### src/rtl/lim_timer_pkg.sv
package lim_timer_pkg;
  localparam int DATA_W = 32;
  localparam int FLAG_BIT = 31;

  // word index = byte address >> 2
  localparam logic [2:0] WORD_LIMIT      = 3'd0;
  localparam logic [2:0] WORD_COUNT      = 3'd1;
  localparam logic [2:0] WORD_LIMIT_KEEP = 3'd2;

  typedef struct packed {
    logic lim_wr;   // limit write with count restart
    logic keep_wr;  // limit write, count kept
    logic lim_rd;   // limit read (acknowledge)
    logic cnt_rd;   // counter read
  } acc_dec_t;
endpackage

### src/rtl/lim_timer_dec.sv
module lim_timer_dec
  import lim_timer_pkg::*;
#(
  parameter int ADDR_W = 5
) (
  input  logic              acc_en,
  input  logic              acc_wr,
  input  logic [ADDR_W-1:0] acc_addr,
  output acc_dec_t          dec
);
  localparam int WORD_W = ADDR_W - 2;

  logic [WORD_W-1:0] word;

  always_comb begin
    word = acc_addr[ADDR_W-1:2];
    dec.lim_wr  = acc_en &&  acc_wr && (word == WORD_W'(WORD_LIMIT));
    dec.keep_wr = acc_en &&  acc_wr && (word == WORD_W'(WORD_LIMIT_KEEP));
    dec.lim_rd  = acc_en && !acc_wr && (word == WORD_W'(WORD_LIMIT));
    dec.cnt_rd  = acc_en && !acc_wr && (word == WORD_W'(WORD_COUNT));
  end
endmodule

### src/rtl/lim_timer_cnt.sv
module lim_timer_cnt #(
  parameter int COUNT_W = 22
) (
  input  logic               clk,
  input  logic               rst_n,
  input  logic               tick,
  input  logic               restart,
  input  logic [COUNT_W-1:0] limit,
  output logic [COUNT_W-1:0] count_q,
  output logic               hit
);
  logic [COUNT_W-1:0] count_d;
  logic [COUNT_W-1:0] count_inc;
  logic               count_en;

  always_comb begin
    count_inc = count_q + COUNT_W'(1);
    hit       = tick && !restart && (limit != '0) && (count_inc == limit);
    count_en  = tick || restart;
    if (restart || hit) count_d = '0;
    else                count_d = count_inc;
  end

  always_ff @(posedge clk or negedge rst_n) begin
    if (!rst_n)        count_q <= '0;
    else if (count_en) count_q <= count_d;
  end
endmodule

### src/rtl/lim_timer_flag.sv
module lim_timer_flag (
  input  logic clk,
  input  logic rst_n,
  input  logic hit,
  input  logic lim_wr,
  input  logic lim_rd,
  output logic reached_q,
  output logic irq_q
);
  logic reached_d;
  logic irq_d;

  always_comb begin
    if (hit)         reached_d = 1'b1;
    else if (lim_rd) reached_d = 1'b0;
    else             reached_d = reached_q;

    if (lim_wr)      irq_d = 1'b0;
    else if (hit)    irq_d = 1'b1;
    else if (lim_rd) irq_d = 1'b0;
    else             irq_d = irq_q;
  end

  always_ff @(posedge clk or negedge rst_n) begin
    if (!rst_n) begin
      reached_q <= 1'b0;
      irq_q     <= 1'b0;
    end else begin
      reached_q <= reached_d;
      irq_q     <= irq_d;
    end
  end
endmodule

### src/rtl/lim_timer.sv
module lim_timer
  import lim_timer_pkg::*;
#(
  parameter int COUNT_W = 22,
  parameter int CNT_LSB = 9,
  parameter int ADDR_W  = 5
) (
  input  logic              clk,
  input  logic              rst_n,
  input  logic              tick,
  input  logic              acc_en,
  input  logic              acc_wr,
  input  logic [ADDR_W-1:0] acc_addr,
  input  logic [31:0]       acc_wdata,
  output logic [31:0]       acc_rdata,
  output logic              irq
);
  localparam int FIELD_HI = CNT_LSB + COUNT_W - 1;

  acc_dec_t           dec;
  logic [COUNT_W-1:0] limit_q;
  logic [COUNT_W-1:0] limit_d;
  logic               limit_en;
  logic [COUNT_W-1:0] count_q;
  logic               cnt_hit;
  logic               reached_q;
  logic               irq_q;

  lim_timer_dec #(.ADDR_W(ADDR_W)) u_dec (
    .acc_en(acc_en), .acc_wr(acc_wr), .acc_addr(acc_addr), .dec(dec)
  );

  always_comb begin
    limit_en = dec.lim_wr || dec.keep_wr;
    limit_d  = acc_wdata[FIELD_HI:CNT_LSB];
  end

  always_ff @(posedge clk or negedge rst_n) begin
    if (!rst_n)        limit_q <= '0;
    else if (limit_en) limit_q <= limit_d;
  end

  lim_timer_cnt #(.COUNT_W(COUNT_W)) u_cnt (
    .clk(clk), .rst_n(rst_n), .tick(tick), .restart(dec.lim_wr),
    .limit(limit_q), .count_q(count_q), .hit(cnt_hit)
  );

  lim_timer_flag u_flag (
    .clk(clk), .rst_n(rst_n), .hit(cnt_hit), .lim_wr(dec.lim_wr),
    .lim_rd(dec.lim_rd), .reached_q(reached_q), .irq_q(irq_q)
  );

  always_comb begin
    acc_rdata = '0;
    if (dec.lim_rd) begin
      acc_rdata[FIELD_HI:CNT_LSB] = limit_q;
    end else if (dec.cnt_rd) begin
      acc_rdata[FIELD_HI:CNT_LSB] = count_q;
      acc_rdata[FLAG_BIT]         = reached_q;
    end
    irq = irq_q;
  end
endmodule

### config.mk
export PLATFORM = sky130hd
export DESIGN_NAME = lim_timer
export DESIGN_NICKNAME = d
export VERILOG_FILES = /design/src/rtl/lim_timer_pkg.sv /design/src/rtl/lim_timer_dec.sv /design/src/rtl/lim_timer_cnt.sv /design/src/rtl/lim_timer_flag.sv /design/src/rtl/lim_timer.sv
export SDC_FILE = /design/constraint.sdc
export NUM_CORES = 1
export LEC_CHECK = 0
export BUFFER_PORTS_ARGS = -buffer_cell sky130_fd_sc_hd__buf_2
export CORE_MARGIN = 8
export CORE_UTILIZATION = 25
export CTS_CLUSTER_DIAMETER = 120
export DETAILED_ROUTE_END_ITERATION = 8
export PLACE_DENSITY = 0.43
export SYNTH_ARGS = -nofsm -noshare
export SYNTH_HDL_FRONTEND = slang
export SYNTH_SLANG_ARGS = --single-unit
### constraint.sdc
create_clock -name clk -period 2.9 [get_ports clk]
set_clock_uncertainty 0.15 [all_clocks]
set_input_delay 0.58 -clock clk [delete_from_list [all_inputs] [get_ports clk]]
set_output_delay 0.58 -clock clk [all_outputs]
set_load 0.03 [all_outputs]
==> results.py <==
metrics = {
    "status": {
        "status": "complete, no violations",
    },
    "logic_synthesis": {
        "async_flop_share_pct": 100,
        "ys_seq_area_share_pct": 35.6,
        "synth-edff-count": 0,
        "netlist_instances": 353,
        "synthMuxAreaShare_pct": 15.1,
        "synthFlopType": "dfrtp_1",
        "synth_area_per_cell_um2": 9.17,
        "synth-compound-area-share_pct": 9.82,
        "synth_simple_gate_area_share_pct": 22.1,
        "synthXorXnorAreaFrac_pct": 9.74,
        "synth_fa_ha_area_share_pct": 0.773,
        "synth_top_family_by_area": "simple AND/OR/NAND/NOR gates",
        "yosysUniqueCellTypes": 55,
        "synth_area_mm2": 0.00324,
        "ys_warn_count": 0,
        "synth_seq_cells": 46,
    },
    "global_route": {
        "grt_pass1_wl_um": 16000,
        "overflow": 0,
        "globalRouteTotalUtil_pct": 12.1,
        "antenna_found_initial": 0,
        "grt_max_degree": 26,
        "grt_pass1_vias": 2903,
    },
    "timing": {
        "fin_hold_ws_ns": 0.136,
        "setup_ws_ns": 0.126,
        "setup-tns-final_ns": 0,
        "relSlewSlack_pct": 60.3,
        "period_needed_ns": 2.77,
        "worst_pin_slew_ns": 0.595,
        "final_hold_viol_count": 0,
        "drv_slew": 0,
        "fin_crit_sh_pct": 95.6,
        "fmax_ghz": 0.361,
        "setup_viol": 0,
    },
    "drt": {
        "dr.pass1.iters": 4,
        "routed_via_density": 4.71,
        "drc": 0,
        "wl_um": 10000,
        "wire_per_inst_um": 16.3,
        "first_iter_violations": 143,
        "ant_nets": 0,
        "route.vias.total": 2903,
    },
    "floorplanning": {
        "initial_core_util_pct": 25.6,
        "dieArea_mm2": 0.0168,
        "die_h_um": 130,
        "die_x_um": 130,
        "rows": 41,
        "core_mm2": 0.0126,
        "ios": 75,
    },
    "place": {
        "place.gp.congestion": 0.844,
        "place_hpwl_um": 7620,
        "placed_cell_area_mm2": 0.00396,
        "portBuffers": 53,
        "dpl.cell_count": 602,
        "post-place-ws_ns": 0.0634,
    },
    "pwr": {
        "p_int_mw": 1.45,
        "vdd_drop_max_mv": 0.179,
        "power_frac_comb_pct": 31.4,
        "p_seq_share_pct": 41.5,
        "swShare_pct": 32.9,
        "p_leak_nw": 1.94,
        "power_switching_uw": 710,
        "powerDensity_mw_per_mm2": 507,
        "power_mw": 2.15,
        "pwr-share-clk_pct": 27.1,
    },
    "cells_and_area": {
        "final_core_util_pct": 33.7,
        "nNetsFinal": 488,
        "fin_cells": 617,
        "drive_gt1_share_pct": 36.9,
        "fill_cells": 1363,
        "syn_to_final_growth_pct": 31.2,
        "diodes": 0,
        "final_cell_area_mm2": 0.00425,
    },
    "clocking": {
        "clkTransAtPathRegs_ns": 0.06,
        "cts_max_level": 2,
        "cts_buffers": 5,
        "clock_latency_ns": 0.29,
        "hold_buffers": 0,
        "cts-root-buf": "clkbuf_16",
        "clk_path_buf_depth": 2,
        "cts.sinks": 46,
        "cts_tree": "yes",
    },
    "worst_setup_path": {
        "crit_arrival_ns": 2.79,
        "cp_data_required_time_ns": 2.92,
        "endpoint_kind": "flop",
        "crit_path_max_fanout": 6,
        "worst-setup-path-type": "reg -> reg",
        "worstSetupStartpointType": "flop",
    },
    "hold_path": {
        "hold_path.class": "in -> async",
    },
    "job": {
        "max_cap_viol_count": 0,
    },
}
==> power by group through the flow <==
stage	clock (mW)	sequential [mW]	combinational, mW
floorplan	0	0.859	0.429
global placement	0	0.900	0.631
detailed placement	0	0.901	0.631
CTS	0.607	0.890	0.636
global route	0.637	0.916	0.747
finish	0.583	0.895	0.676
==> state kept, by name (all words and copies together), names as in the netlist <==
| signal | count |
|---|---|
| u_flag.reached_q | 1 |
| u_cnt.count_q | 22 |
| u_flag.irq_q | 1 |
| limit_q | 22 |
==> path summary, 6_finish.rpt <==
check | cells after the start | from | endpoint | slack, ns
max | 10 | u_cnt.count_q[1] | u_cnt.count_q[5] | 0.13
min | 1 | rst_n | limit_q[6] | 0.14
max reg2reg | 10 | u_cnt.count_q[1] | u_cnt.count_q[5] | 0.13
min reg2reg | 2 | u_flag.reached_q | u_flag.reached_q | 0.36
max in group asynchronous | 2 | rst_n | u_cnt.count_q[14] | 1.91
min in group clk | 2 | u_flag.reached_q | u_flag.reached_q | 0.36
==> worst max-delay path, stage by stage (launching register included) <==
cell	delay [ns]
dfrtp_2	0.45
and2_4	0.19
buf_4	0.14
xnor2_1	0.12
or3_4	0.38
a211oi_2	0.19
nand4_1	0.12
a2111o_1	0.48
buf_6	0.19
a31oi_1	0.16
o22ai_1	0.10
==> final cells by class <==
type | instances | area (µm²) | area share [%]
Multi-Input combinational cell | 274 | 1970 | 46.4
Sequential cell | 46 | 1160 | 27.3
Timing Repair Buffer | 111 | 734 | 17.3
Tap cell | 172 | 215 | 5.07
Clock buffer | 7 | 143 | 3.36
Inverter | 6 | 22.5 | 0.530
Clock inverter | 1 | 5.00 | 0.118
==> placed cells by master (no fill, tap or decap), types with 7 or more instances in the layout <==
master / instances
buf_4: 52
and3_1: 7
nand2_1: 26
xnor2_1: 21
nand4_1: 15
conb_1: 9
o21ai_0: 8
o311ai_1: 7
mux2i_1: 24
buf_2: 54
nand3_1: 20
xor2_1: 15
mux2_2: 22
a31oi_1: 8
dfrtp_1: 41
nor2_1: 36
==> kinds of logic (layout without fill, tap and decap cells) <==
family          count (synthesis)  count (layout)
compound gates                 45              45
xor+xnor                       36              36
fa+ha+maj                       2               2
buf+inv                        41             125
flops                          46              46
mux                            46              46
other cells                     1               9
simple gates                  136             136
==> Yosys cell counts, types with 2 or more instances <==
cell type / number / share of area (%)
dfrtp_1: 46 / 36
nor2_1: 37 / 4.3
nand2_1: 26 / 3.0
mux2i_1: 24 / 7.4
mux2_2: 22 / 7.7
xnor2_1: 21 / 5.7
nand3_1: 20 / 3.1
nand4_1: 15 / 2.9
xor2_1: 15 / 4.1
buf_4: 13 / 3.0
and3_1: 9 / 1.7
clkbuf_1: 9 / 1.0
a31oi_1: 8 / 1.5
o21ai_0: 8 / 1.2
buf_2: 7 / 1.1
a21oi_1: 6 / 0.93
inv_1: 6 / 0.70
nor4_1: 6 / 1.2
o311ai_1: 6 / 1.6
buf_1: 4 / 0.46
a211oi_1: 3 / 0.70
and4_1: 3 / 0.81
or3_1: 3 / 0.58
ha_1: 2 / 0.77
nand3b_1: 2 / 0.46
nor4b_1: 2 / 0.54
o22ai_1: 2 / 0.39
==> routing by layer <==
layer	global-route usage [%]	vias to the layer above	part of all wire [%]
met1	16.7	1401	48
li1	-	1435	-
met4	3.62	0	0.70
met2	18.7	63	46
met5	0	-	0
met3	2.49	4	5.2
==> repair_timing <==
item                       CTS  global route
buffers inserted             0             6
setup endpoints to repair    0            22
gates resized for setup      0            27
Note: power is estimated with default switching activity, not from simulation.
